<file path="config.mk">
export PLATFORM = sky130hd
export DESIGN_NAME = rtc_trim_div
export DESIGN_NICKNAME = d
export VERILOG_FILES = /design/src/rtl/rtc_trim_pkg.sv /design/src/rtl/rtc_trim_prescale.sv /design/src/rtl/rtc_trim_seq.sv /design/src/rtl/rtc_trim_ftgen.sv /design/src/rtl/rtc_trim_div.sv
export SDC_FILE = /design/constraint.sdc
export NUM_CORES = 1
export LEC_CHECK = 0
export BUFFER_PORTS_ARGS = -buffer_cell sky130_fd_sc_hd__buf_2
export CAP_MARGIN = 15
export CORE_UTILIZATION = 65
export CTS_CLUSTER_DIAMETER = 120
export DETAILED_ROUTE_END_ITERATION = 10
export GPL_ROUTABILITY_DRIVEN = 0
export PLACE_DENSITY = 0.82
export SYNTH_ARGS = -nofsm -noshare
export SYNTH_HDL_FRONTEND = slang
export SYNTH_SLANG_ARGS = --single-unit
</file>
<file path="constraint.sdc">
create_clock -name clk_i -period 4.5 [get_ports clk_i]
set_clock_uncertainty 0.05 [all_clocks]
set_input_delay 0 -clock clk_i [delete_from_list [all_inputs] [get_ports clk_i]]
set_output_delay 0 -clock clk_i [all_outputs]
set_load 0.02 [all_outputs]
</file>
<file path="src/rtl/rtc_trim_pkg.sv">
package rtc_trim_pkg;
  typedef enum logic [1:0] {
    ADJ_NONE  = 2'd0,
    ADJ_SHORT = 2'd1,
    ADJ_LONG  = 2'd2
  } adj_e;
endpackage

</file>
<file path="src/rtl/rtc_trim_prescale.sv">
module rtc_trim_prescale #(
  parameter int unsigned PRE_DIV = 256
) (
  input  logic clk_i,
  input  logic rst_ni,
  input  logic tick_i,
  input  logic stretch_i,
  output logic stage_o
);
  localparam int unsigned LONG_LEN = PRE_DIV + PRE_DIV / 2;
  localparam int unsigned CW = $clog2(LONG_LEN);
  localparam logic [CW-1:0] LAST_N = CW'(PRE_DIV - 1);
  localparam logic [CW-1:0] LAST_L = CW'(LONG_LEN - 1);

  logic [CW-1:0] cnt_q;
  logic at_end;

  assign at_end  = (cnt_q == (stretch_i ? LAST_L : LAST_N));
  assign stage_o = tick_i & at_end;

  always_ff @(posedge clk_i or negedge rst_ni) begin
    if (!rst_ni)     cnt_q <= '0;
    else if (tick_i) cnt_q <= at_end ? '0 : cnt_q + 1'b1;
  end
endmodule

</file>
<file path="src/rtl/rtc_trim_seq.sv">
module rtc_trim_seq
  import rtc_trim_pkg::*;
#(
  parameter int unsigned POST_DIV    = 128,
  parameter int unsigned SEC_PER_MIN = 60,
  parameter int unsigned MAG_W       = 5,
  localparam int unsigned MIN_W      = MAG_W + 1
) (
  input  logic             clk_i,
  input  logic             rst_ni,
  input  logic             stage_i,
  input  logic [MAG_W-1:0] cal_mag_i,
  input  logic             cal_sign_i,
  output logic             stretch_o,
  output logic             sec_tick_o,
  output logic [MIN_W-1:0] min_idx_o
);
  localparam int unsigned POST_W = $clog2(POST_DIV);
  localparam int unsigned SEC_W  = $clog2(SEC_PER_MIN);
  localparam logic [POST_W-1:0] POST_LAST_N = POST_W'(POST_DIV - 1);
  localparam logic [POST_W-1:0] POST_LAST_S = POST_W'(POST_DIV - 2);
  localparam logic [SEC_W-1:0]  SEC_LAST    = SEC_W'(SEC_PER_MIN - 1);

  logic [POST_W-1:0] post_q;
  logic [SEC_W-1:0]  sec_q;
  logic [MIN_W-1:0]  min_q;
  logic [MAG_W-1:0]  act_mag_q;
  logic              act_sign_q;
  adj_e              kind;
  logic [POST_W-1:0] post_last;
  logic              sec_end;

  // first second of an early cycle minute is the trimmed one
  always_comb begin
    kind = ADJ_NONE;
    if (sec_q == '0 && min_q < {act_mag_q, 1'b0})
      kind = act_sign_q ? ADJ_SHORT : ADJ_LONG;
  end

  assign post_last  = (kind == ADJ_SHORT) ? POST_LAST_S : POST_LAST_N;
  assign sec_end    = stage_i & (post_q == post_last);
  assign stretch_o  = (kind == ADJ_LONG) & (post_q == '0);
  assign sec_tick_o = sec_end;
  assign min_idx_o  = min_q;

  always_ff @(posedge clk_i or negedge rst_ni) begin
    if (!rst_ni) begin
      post_q     <= '0;
      sec_q      <= '0;
      min_q      <= '0;
      act_mag_q  <= '0;
      act_sign_q <= 1'b0;
    end else if (sec_end) begin
      post_q <= '0;
      if (sec_q == SEC_LAST) begin
        sec_q      <= '0;
        min_q      <= min_q + 1'b1;
        act_mag_q  <= cal_mag_i;
        act_sign_q <= cal_sign_i;
      end else begin
        sec_q <= sec_q + 1'b1;
      end
    end else if (stage_i) begin
      post_q <= post_q + 1'b1;
    end
  end
endmodule

</file>
<file path="src/rtl/rtc_trim_ftgen.sv">
module rtc_trim_ftgen #(
  parameter int unsigned FT_HALF = 32
) (
  input  logic clk_i,
  input  logic rst_ni,
  input  logic tick_i,
  output logic wave_o
);
  localparam int unsigned FW = $clog2(FT_HALF);
  localparam logic [FW-1:0] FT_LAST = FW'(FT_HALF - 1);

  logic [FW-1:0] cnt_q;
  logic          wave_q;

  always_ff @(posedge clk_i or negedge rst_ni) begin
    if (!rst_ni) begin
      cnt_q  <= '0;
      wave_q <= 1'b0;
    end else if (tick_i) begin
      if (cnt_q == FT_LAST) begin
        cnt_q  <= '0;
        wave_q <= ~wave_q;
      end else begin
        cnt_q <= cnt_q + 1'b1;
      end
    end
  end

  assign wave_o = wave_q;
endmodule

</file>
<file path="src/rtl/rtc_trim_div.sv">
module rtc_trim_div #(
  parameter int unsigned PRE_DIV     = 256,
  parameter int unsigned POST_DIV    = 128,
  parameter int unsigned SEC_PER_MIN = 60,
  parameter int unsigned MAG_W       = 5,
  parameter int unsigned FT_HALF     = 32
) (
  input  logic             clk_i,
  input  logic             rst_ni,
  input  logic             osc_tick_i,
  input  logic [MAG_W-1:0] cal_mag_i,
  input  logic             cal_sign_i,
  input  logic             ftest_i,
  input  logic             sec_lsb_i,
  output logic             sec_tick_o,
  output logic             sec_lsb_o
);
  localparam int unsigned MIN_W = MAG_W + 1;

  logic             stage;
  logic             stretch;
  logic             ft_wave;
  logic [MIN_W-1:0] min_idx;

  rtc_trim_prescale #(.PRE_DIV(PRE_DIV)) u_pre (
    .clk_i     (clk_i),
    .rst_ni    (rst_ni),
    .tick_i    (osc_tick_i),
    .stretch_i (stretch),
    .stage_o   (stage)
  );

  rtc_trim_seq #(
    .POST_DIV    (POST_DIV),
    .SEC_PER_MIN (SEC_PER_MIN),
    .MAG_W       (MAG_W)
  ) u_seq (
    .clk_i      (clk_i),
    .rst_ni     (rst_ni),
    .stage_i    (stage),
    .cal_mag_i  (cal_mag_i),
    .cal_sign_i (cal_sign_i),
    .stretch_o  (stretch),
    .sec_tick_o (sec_tick_o),
    .min_idx_o  (min_idx)
  );

  rtc_trim_ftgen #(.FT_HALF(FT_HALF)) u_ft (
    .clk_i  (clk_i),
    .rst_ni (rst_ni),
    .tick_i (osc_tick_i),
    .wave_o (ft_wave)
  );

  assign sec_lsb_o = ftest_i ? ft_wave : sec_lsb_i;
endmodule

</file>
Yosys cells after proc, flatten, opt, wreduce, memory -nomap -nowiden
Cells that the tools add are included.
- $add $sub $neg: 5
- $lt $le $gt $ge: 1
- equality and inequality tests: 6
- mux-type cells: 10
- bitwise operators: 4
- reduce and logical (&&, ||, !) cells: 6
- operators with widths (operator ; count):
    9-bit two-way mux ; 2
    7-bit two-way mux ; 2
    6-bit by 1-bit adder with 6-bit output, second input constant ; 2
    9-bit by 1-bit adder with 9-bit output, second input constant ; 1
    9-bit equality test ; 1
    7-bit by 1-bit adder with 7-bit output, second input constant ; 1
    7-bit equality test ; 1
    7-bit zero test ; 1
    6-bit equality test, second input constant ; 1
    6-bit zero test ; 1
    6-bit < comparator ; 1
    6-bit two-way mux ; 1
    5-bit by 1-bit adder with 5-bit output, second input constant ; 1
    5-bit equality test, second input constant ; 1
    5-bit two-way mux ; 1
    2-bit two-way mux ; 2
    2-bit AND reduction ; 2
    1-bit bitwise AND ; 3
    2-bit by 1-bit equality test with 1-bit output, second input constant ; 1
    2-bit equality test, second input constant ; 1
    1-bit two-way mux ; 2
    2-bit nonzero test ; 1
    1-bit logical AND ; 1
    1-bit inverter ; 1
- flip-flop bits (word level): 40
- input bits: 11
- output and inout bits: 2
- logic and storage cells: 40

Logic depth before layout (Yosys ltp)
- word-level depth: 10
- mapped depth: 9
- mapped depth without buffers: 9

Modules after synthesis
A second synthesis with hierarchy kept.
- cells, all modules: 223
- area total of the unflattened synthesis: 2237.1 sq um
- by module, submodules not included (module ; instances ; cells each ; area an instance (sq um) ; seq. area each (sq um)):
    rtc_trim_seq ; 1 ; 148 ; 1432.6 ; 625.6
    rtc_trim_prescale ; 1 ; 50 ; 490.5 ; 225.2
    rtc_trim_ftgen ; 1 ; 24 ; 299.0 ; 150.1
    rtc_trim_div ; 1 ; 1 ; 15.0 ; 0.0

Worst setup path before layout
Ideal clock, no wire load.
- path type: reg-to-reg
- from: reg u_seq.min_q[5] (netlist: u_seq.min_idx_o[5])
- to: reg u_seq.act_mag_q[0]
- library setup time: 0.125 ns
- arrival: 2.523 ns
- required time: 4.325 ns
- path slack: 1.802 ns
- stages on the path, launching flop included: 9
- buffers on the path: 1
- clock period less this slack: 2.698 ns
- path through: dfrtp_1 ha_1 a211oi_1 nand3_1 a31oi_1 mux2_2 buf_2 nor3_4 mux2_2
- cells in the longest elaborated chain, start to end: 10
- elaborated cells between the ends (all ways): 13
- those cells by class: order compare (1); eq/ne (4); mux (3); bitwise (3); reduce/logical (2)
- ends and longest elaborated chain (what ; RTL line ; text):
    start: declaration ; rtc_trim_seq.sv:26 ; logic [MIN_W-1:0] min_q;
    start signal: assignment ; rtc_trim_seq.sv:57 ; min_q <= min_q + 1'b1;
    6-bit < comparator * ; rtc_trim_seq.sv:36 ; if (sec_q == '0 && min_q < {act_mag_q, 1'b0})
    1-bit logical AND * ; rtc_trim_seq.sv:36 ;
    2-bit two-way mux * ; rtc_trim_seq.sv:36 ;
    2-bit equality test ; rtc_trim_seq.sv:42 ; assign stretch_o = (kind == ADJ_LONG) & (post_q == '0);
    1-bit bitwise AND ; rtc_trim_seq.sv:42 ;
    9-bit two-way mux ; rtc_trim_prescale.sv:18 ; assign at_end = (cnt_q == (stretch_i ? LAST_L : LAST_N));
    9-bit equality test ; rtc_trim_prescale.sv:18 ;
    1-bit bitwise AND ; rtc_trim_prescale.sv:19 ; assign stage_o = tick_i & at_end;
    1-bit bitwise AND * ; rtc_trim_seq.sv:41 ; assign sec_end = stage_i & (post_q == post_last);
    2-bit AND reduction (no line) * ; - ;
    end signal: assignment ; rtc_trim_seq.sv:58 ; act_mag_q <= cal_mag_i;
    end: declaration ; rtc_trim_seq.sv:27 ; logic [MAG_W-1:0] act_mag_q;
Mark *: on every way between the ends. The rest lies on a longest branch, timed or not.
A chain may end at the register's enable or synchronous reset.

Final worst setup path
- from: reg u_seq.min_q[5] (netlist: u_seq.min_idx_o[5])
- to: out sec_tick_o
- cells in the longest elaborated chain, start to end: 9
- elaborated cells between the ends (all ways): 12
- those cells by class: order compare (1); eq/ne (4); mux (3); bitwise (3); reduce/logical (1)
- ends and longest elaborated chain (what ; RTL line ; text):
    6-bit < comparator * ; rtc_trim_seq.sv:36 ;
    1-bit logical AND * ; rtc_trim_seq.sv:36 ;
    2-bit two-way mux * ; rtc_trim_seq.sv:36 ;
    2-bit equality test ; rtc_trim_seq.sv:42 ;
    1-bit bitwise AND ; rtc_trim_seq.sv:42 ;
    9-bit two-way mux ; rtc_trim_prescale.sv:18 ;
    9-bit equality test ; rtc_trim_prescale.sv:18 ;
    1-bit bitwise AND ; rtc_trim_prescale.sv:19 ;
    1-bit bitwise AND * ; rtc_trim_seq.sv:41 ;
    end: declaration ; rtc_trim_div.sv:15 ; output logic sec_tick_o,
Marked as above.

==> metrics.txt <==
# TYPE chip_impl_metric gauge
chip_impl_metric{name="max_freq",unit="MHz"} 334
chip_impl_metric{name="r2r.worst_path.cells",unit=""} 7
chip_impl_info{name="r2r-end",value="u_seq.act_mag_q[4]$_DFFE_PN0P_"} 1
chip_impl_info{name="crit_family",value="compound AO/OA/AOI/OAI gates"} 1
chip_impl_info{name="outcome",value="finished, final reports clean"} 1
chip_impl_metric{name="antenna_found_initial",unit=""} 0
chip_impl_info{name="critical_path_class",value="reg2out"} 1
chip_impl_metric{name="port-buffer-count",unit=""} 12
chip_impl_metric{name="syn-instance-count",unit=""} 210
chip_impl_metric{name="static-leakage-power",unit="uW"} 0.00112
chip_impl_metric{name="drt_pass1_iterations",unit=""} 4
chip_impl_info{name="worstPathCellList",value="ha_1, a211oi_1, nand2_1, a311oi_4, mux2i_2, buf_4, or2_1, inv_2, buf_2"} 1
chip_impl_metric{name="yosysWarningCount",unit=""} 0
chip_impl_info{name="cp_slowest_cell",value="sky130_fd_sc_hd__dfrtp_1"} 1
chip_impl_info{name="grt_setup_unrepaired",value="false"} 1
chip_impl_metric{name="report.final.slew_viol_count",unit=""} 0
chip_impl_metric{name="cts.repair_timing.setup_buffer_count",unit=""} 0
chip_impl_metric{name="core_rows",unit=""} 20
chip_impl_info{name="tritoncts",value="done"} 1
chip_impl_metric{name="count_of_flip_flops_with_a_built_in_enable_after_synthesis",unit=""} 0
chip_impl_metric{name="cp.arrival",unit="ps"} 2940
chip_impl_metric{name="nets",unit=""} 256
chip_impl_info{name="mostFrequentLayoutCells",value="40 x sky130_fd_sc_hd__dfrtp_1, 19 x sky130_fd_sc_hd__nand2_1, 14 x sky130_fd_sc_hd__inv_1"} 1
chip_impl_metric{name="drc",unit=""} 0
chip_impl_metric{name="syn_std_cell_area",unit="sq um"} 2210
chip_impl_metric{name="die-area",unit="sq um"} 3640
chip_impl_info{name="hold_path.class",value="in2async"} 1
chip_impl_metric{name="first_iter_violations",unit=""} 139
chip_impl_metric{name="met2_usage",unit="%"} 43.8
chip_impl_metric{name="grt_pass1_wl",unit="mm"} 6.90
chip_impl_metric{name="critical-path-max-stage-delay",unit="ps"} 410
chip_impl_metric{name="dieHeight",unit="microns"} 60.3
chip_impl_metric{name="timing.reg2reg.setup_slack",unit="ps"} 1610
chip_impl_metric{name="clock_sinks",unit=""} 40
chip_impl_metric{name="ctsLongestPathBuffers",unit=""} 2
chip_impl_metric{name="grt_start_max_net_pins",unit=""} 41
chip_impl_metric{name="slew_headroom",unit="%"} 41.9
chip_impl_metric{name="seq_area_frac_synth",unit="%"} 45.3
chip_impl_metric{name="vdd_ir_drop_max",unit="mV"} 0.272
chip_impl_metric{name="cts_buffers",unit=""} 5
chip_impl_metric{name="ys_ff_latch",unit=""} 40
chip_impl_metric{name="first_global_vias",unit=""} 1616
chip_impl_metric{name="powerDensity",unit="nW/um^2"} 295
chip_impl_metric{name="clock_latency",unit="ps"} 340
chip_impl_metric{name="min_period_over_period",unit="%"} 66.5
chip_impl_info{name="dominantRegCellSynth",value="sky130_fd_sc_hd__dfrtp_1"} 1
chip_impl_metric{name="antenna_violating_nets_post_route",unit=""} 0
chip_impl_metric{name="timing_hold_violations_final",unit=""} 0
chip_impl_info{name="layout.cells.most_common",value="sky130_fd_sc_hd__dfrtp_1"} 1
chip_impl_metric{name="die_width",unit="microns"} 60.3
chip_impl_metric{name="worstMarginPinSlew",unit="ps"} 872
chip_impl_metric{name="syn_nets",unit=""} 233
chip_impl_metric{name="grt_overflow_total",unit=""} 0
chip_impl_metric{name="gr-usage-met3",unit="%"} 4.76
chip_impl_metric{name="post_cts_hold_buffer_count",unit=""} 8
chip_impl_metric{name="layout_min_cycle_time",unit="ps"} 2990
chip_impl_metric{name="areaGrowthSynthToFinish",unit="%"} 9.62
chip_impl_metric{name="wire_per_inst",unit="microns"} 14.0
chip_impl_metric{name="detailroute.via_count",unit=""} 1635
chip_impl_metric{name="final_standard_cell_utilization_of_the_core",unit="%"} 77.5
chip_impl_metric{name="maxCapViolations",unit=""} 0
chip_impl_metric{name="track_usage",unit="%"} 25.7
chip_impl_metric{name="fraction_of_synthesis_flops_using_an_asynchronous_set_or_reset_pin",unit="%"} 100
chip_impl_info{name="top_usage_layer",value="met2"} 1
chip_impl_metric{name="grt_use_met1",unit="%"} 31.1
chip_impl_metric{name="critPathBufInv",unit=""} 3
chip_impl_metric{name="h_tree_level_count",unit=""} 2
chip_impl_metric{name="finalWirelength",unit="mm"} 3.86
chip_impl_metric{name="crit_path_max_fanout",unit=""} 23
chip_impl_metric{name="number_of_cells_upsized_or_downsized_after_cts",unit=""} 0
chip_impl_metric{name="yosysUniqueCellTypes",unit=""} 47
chip_impl_metric{name="path_clk_slew",unit="ps"} 110
chip_impl_metric{name="power",unit="uW"} 715
chip_impl_metric{name="setup-tns-final",unit="ps"} 0
chip_impl_info{name="critical_path.endpoint_type",value="output pin"} 1
chip_impl_info{name="regToRegStartpoint",value="u_seq.min_idx_o[5]$_DFFE_PN0P_"} 1
chip_impl_metric{name="top_level_ports",unit=""} 13
chip_impl_metric{name="detailed_place_hpwl",unit="mm"} 2.79
chip_impl_metric{name="avgViaCountPerCell",unit=""} 5.95
chip_impl_metric{name="core_area",unit="sq um"} 3130
chip_impl_info{name="kind_of_start_point_of_the_critical_path",value="register"} 1
chip_impl_metric{name="report.final.setup_viol",unit=""} 0
chip_impl_metric{name="syn_area_per_cell",unit="sq um"} 10.5
chip_impl_metric{name="num_antenna_cells",unit=""} 0
chip_impl_metric{name="initial_utilization",unit="%"} 70.7
chip_impl_metric{name="timing.critical_path.required",unit="ps"} 4450
chip_impl_metric{name="layout_cells_sized_above_1",unit="%"} 16.5
chip_impl_info{name="clk_root_buffer_cell",value="sky130_fd_sc_hd__clkbuf_4"} 1
-- flip-flops by register name (all words and copies together), names as in the netlist --
register	flops
u_pre.cnt_q	9
u_seq.post_q	7
u_seq.min_idx_o	6
u_seq.sec_q	6
u_ft.cnt_q	5
u_seq.act_mag_q	5
u_ft.wave_o	1
u_seq.act_sign_q	1
-- metrics by stage --
step,cells,setup slack [ps],area (sq um),hold WS [ps]
final,275,1510,2420,261
after global routing,275,1260,2420,304
after CTS,275,1490,2420,295
after detailed placement,262,1600,2310,123
after global placement,262,1690,2310,96.9
after floorplan,210,1800,2210,-346
-- worst max path at each step --
stage                                   start                             end  slack [ps]  cells after the start
2_1_floorplan  u_seq.min_idx_o[5]$_DFFE_PN0P_  u_seq.act_mag_q[0]$_DFFE_PN0P_        1800                      8
3_3_place_gp   u_seq.min_idx_o[5]$_DFFE_PN0P_  u_seq.min_idx_o[1]$_DFFE_PN0P_        1690                      7
3_5_place_dp   u_seq.min_idx_o[5]$_DFFE_PN0P_    u_seq.act_sign_q$_DFFE_PN0P_        1600                      7
4_1_cts        u_seq.min_idx_o[5]$_DFFE_PN0P_                      sec_tick_o        1490                      9
5_1_grt        u_seq.min_idx_o[5]$_DFFE_PN0P_                      sec_tick_o        1260                      9
6_report       u_seq.min_idx_o[5]$_DFFE_PN0P_                      sec_tick_o        1510                      9
-- metal layers --
layer	wire length (microns)	part of all wire, %
met2	1920	50
met5	0	0
met1	1730	45
met3	144	3.7
met4	61	1.6
-- synth_stat cells (2+ instances only) --
| cell type | n | share of area (%) |
|---|---|---|
| sky130_fd_sc_hd__and4_1 | 3 | 1.2 |
| sky130_fd_sc_hd__a211oi_1 | 2 | 0.68 |
| sky130_fd_sc_hd__dfrtp_1 | 40 | 45 |
| sky130_fd_sc_hd__nor2b_1 | 4 | 1.1 |
| sky130_fd_sc_hd__nor4b_2 | 2 | 1.4 |
| sky130_fd_sc_hd__nor3_1 | 2 | 0.45 |
| sky130_fd_sc_hd__ha_1 | 12 | 6.8 |
| sky130_fd_sc_hd__and3_1 | 4 | 1.1 |
| sky130_fd_sc_hd__and2_1 | 4 | 1.1 |
| sky130_fd_sc_hd__mux2i_1 | 2 | 0.91 |
| sky130_fd_sc_hd__xor2_1 | 5 | 2.0 |
| sky130_fd_sc_hd__o41ai_1 | 2 | 0.79 |
| sky130_fd_sc_hd__nand2b_1 | 6 | 1.7 |
| sky130_fd_sc_hd__inv_1 | 14 | 2.4 |
| sky130_fd_sc_hd__o21ai_0 | 9 | 2.0 |
| sky130_fd_sc_hd__a21oi_1 | 7 | 1.6 |
| sky130_fd_sc_hd__nand2_1 | 19 | 3.2 |
| sky130_fd_sc_hd__mux2_2 | 13 | 6.6 |
| sky130_fd_sc_hd__nand3_1 | 9 | 2.0 |
| sky130_fd_sc_hd__o22ai_1 | 2 | 0.57 |
| sky130_fd_sc_hd__o31ai_1 | 3 | 1.0 |
| sky130_fd_sc_hd__nor4_1 | 3 | 0.85 |
| sky130_fd_sc_hd__clkbuf_1 | 3 | 0.51 |
| sky130_fd_sc_hd__nor2_1 | 4 | 0.68 |
| sky130_fd_sc_hd__or3_1 | 3 | 0.85 |
| sky130_fd_sc_hd__xnor2_1 | 7 | 2.8 |
| sky130_fd_sc_hd__nor3b_1 | 2 | 0.68 |
| sky130_fd_sc_hd__nand4_1 | 5 | 1.4 |
-- area by class of cell --
| class | instances | area (sq um) |
|---|---|---|
| Multi-Input combinational cell | 150 | 1130 |
| Inverter | 15 | 56.3 |
| Sequential cell | 40 | 1000 |
| Tap cell | 44 | 55.1 |
| Timing Repair Buffer | 21 | 148 |
| Fill cell | 213 | 704 |
| Clock buffer | 5 | 37.5 |
-- logic make-up after synthesis --
group | share of synthesized area, %
adders and majority gates | 6.79
AOI/OAI and AO/OA | 11.1
and+or+nand+nor | 20.1
DFF | 45.3
muxes | 8.15
buffers and inverters | 3.79
xor gates and xnor gates | 4.75
-- power breakdown --
| group | switching [uW] | total [uW] | internal (uW) |
|---|---|---|---|
| clock | 104 | 156 | 52.3 |
| combinational | 50.6 | 113 | 62.8 |
| sequential | 40.6 | 446 | 405 |
| total | 195 | 715 | 520 |
No activity file was read; power rests on OpenSTA's default activity.
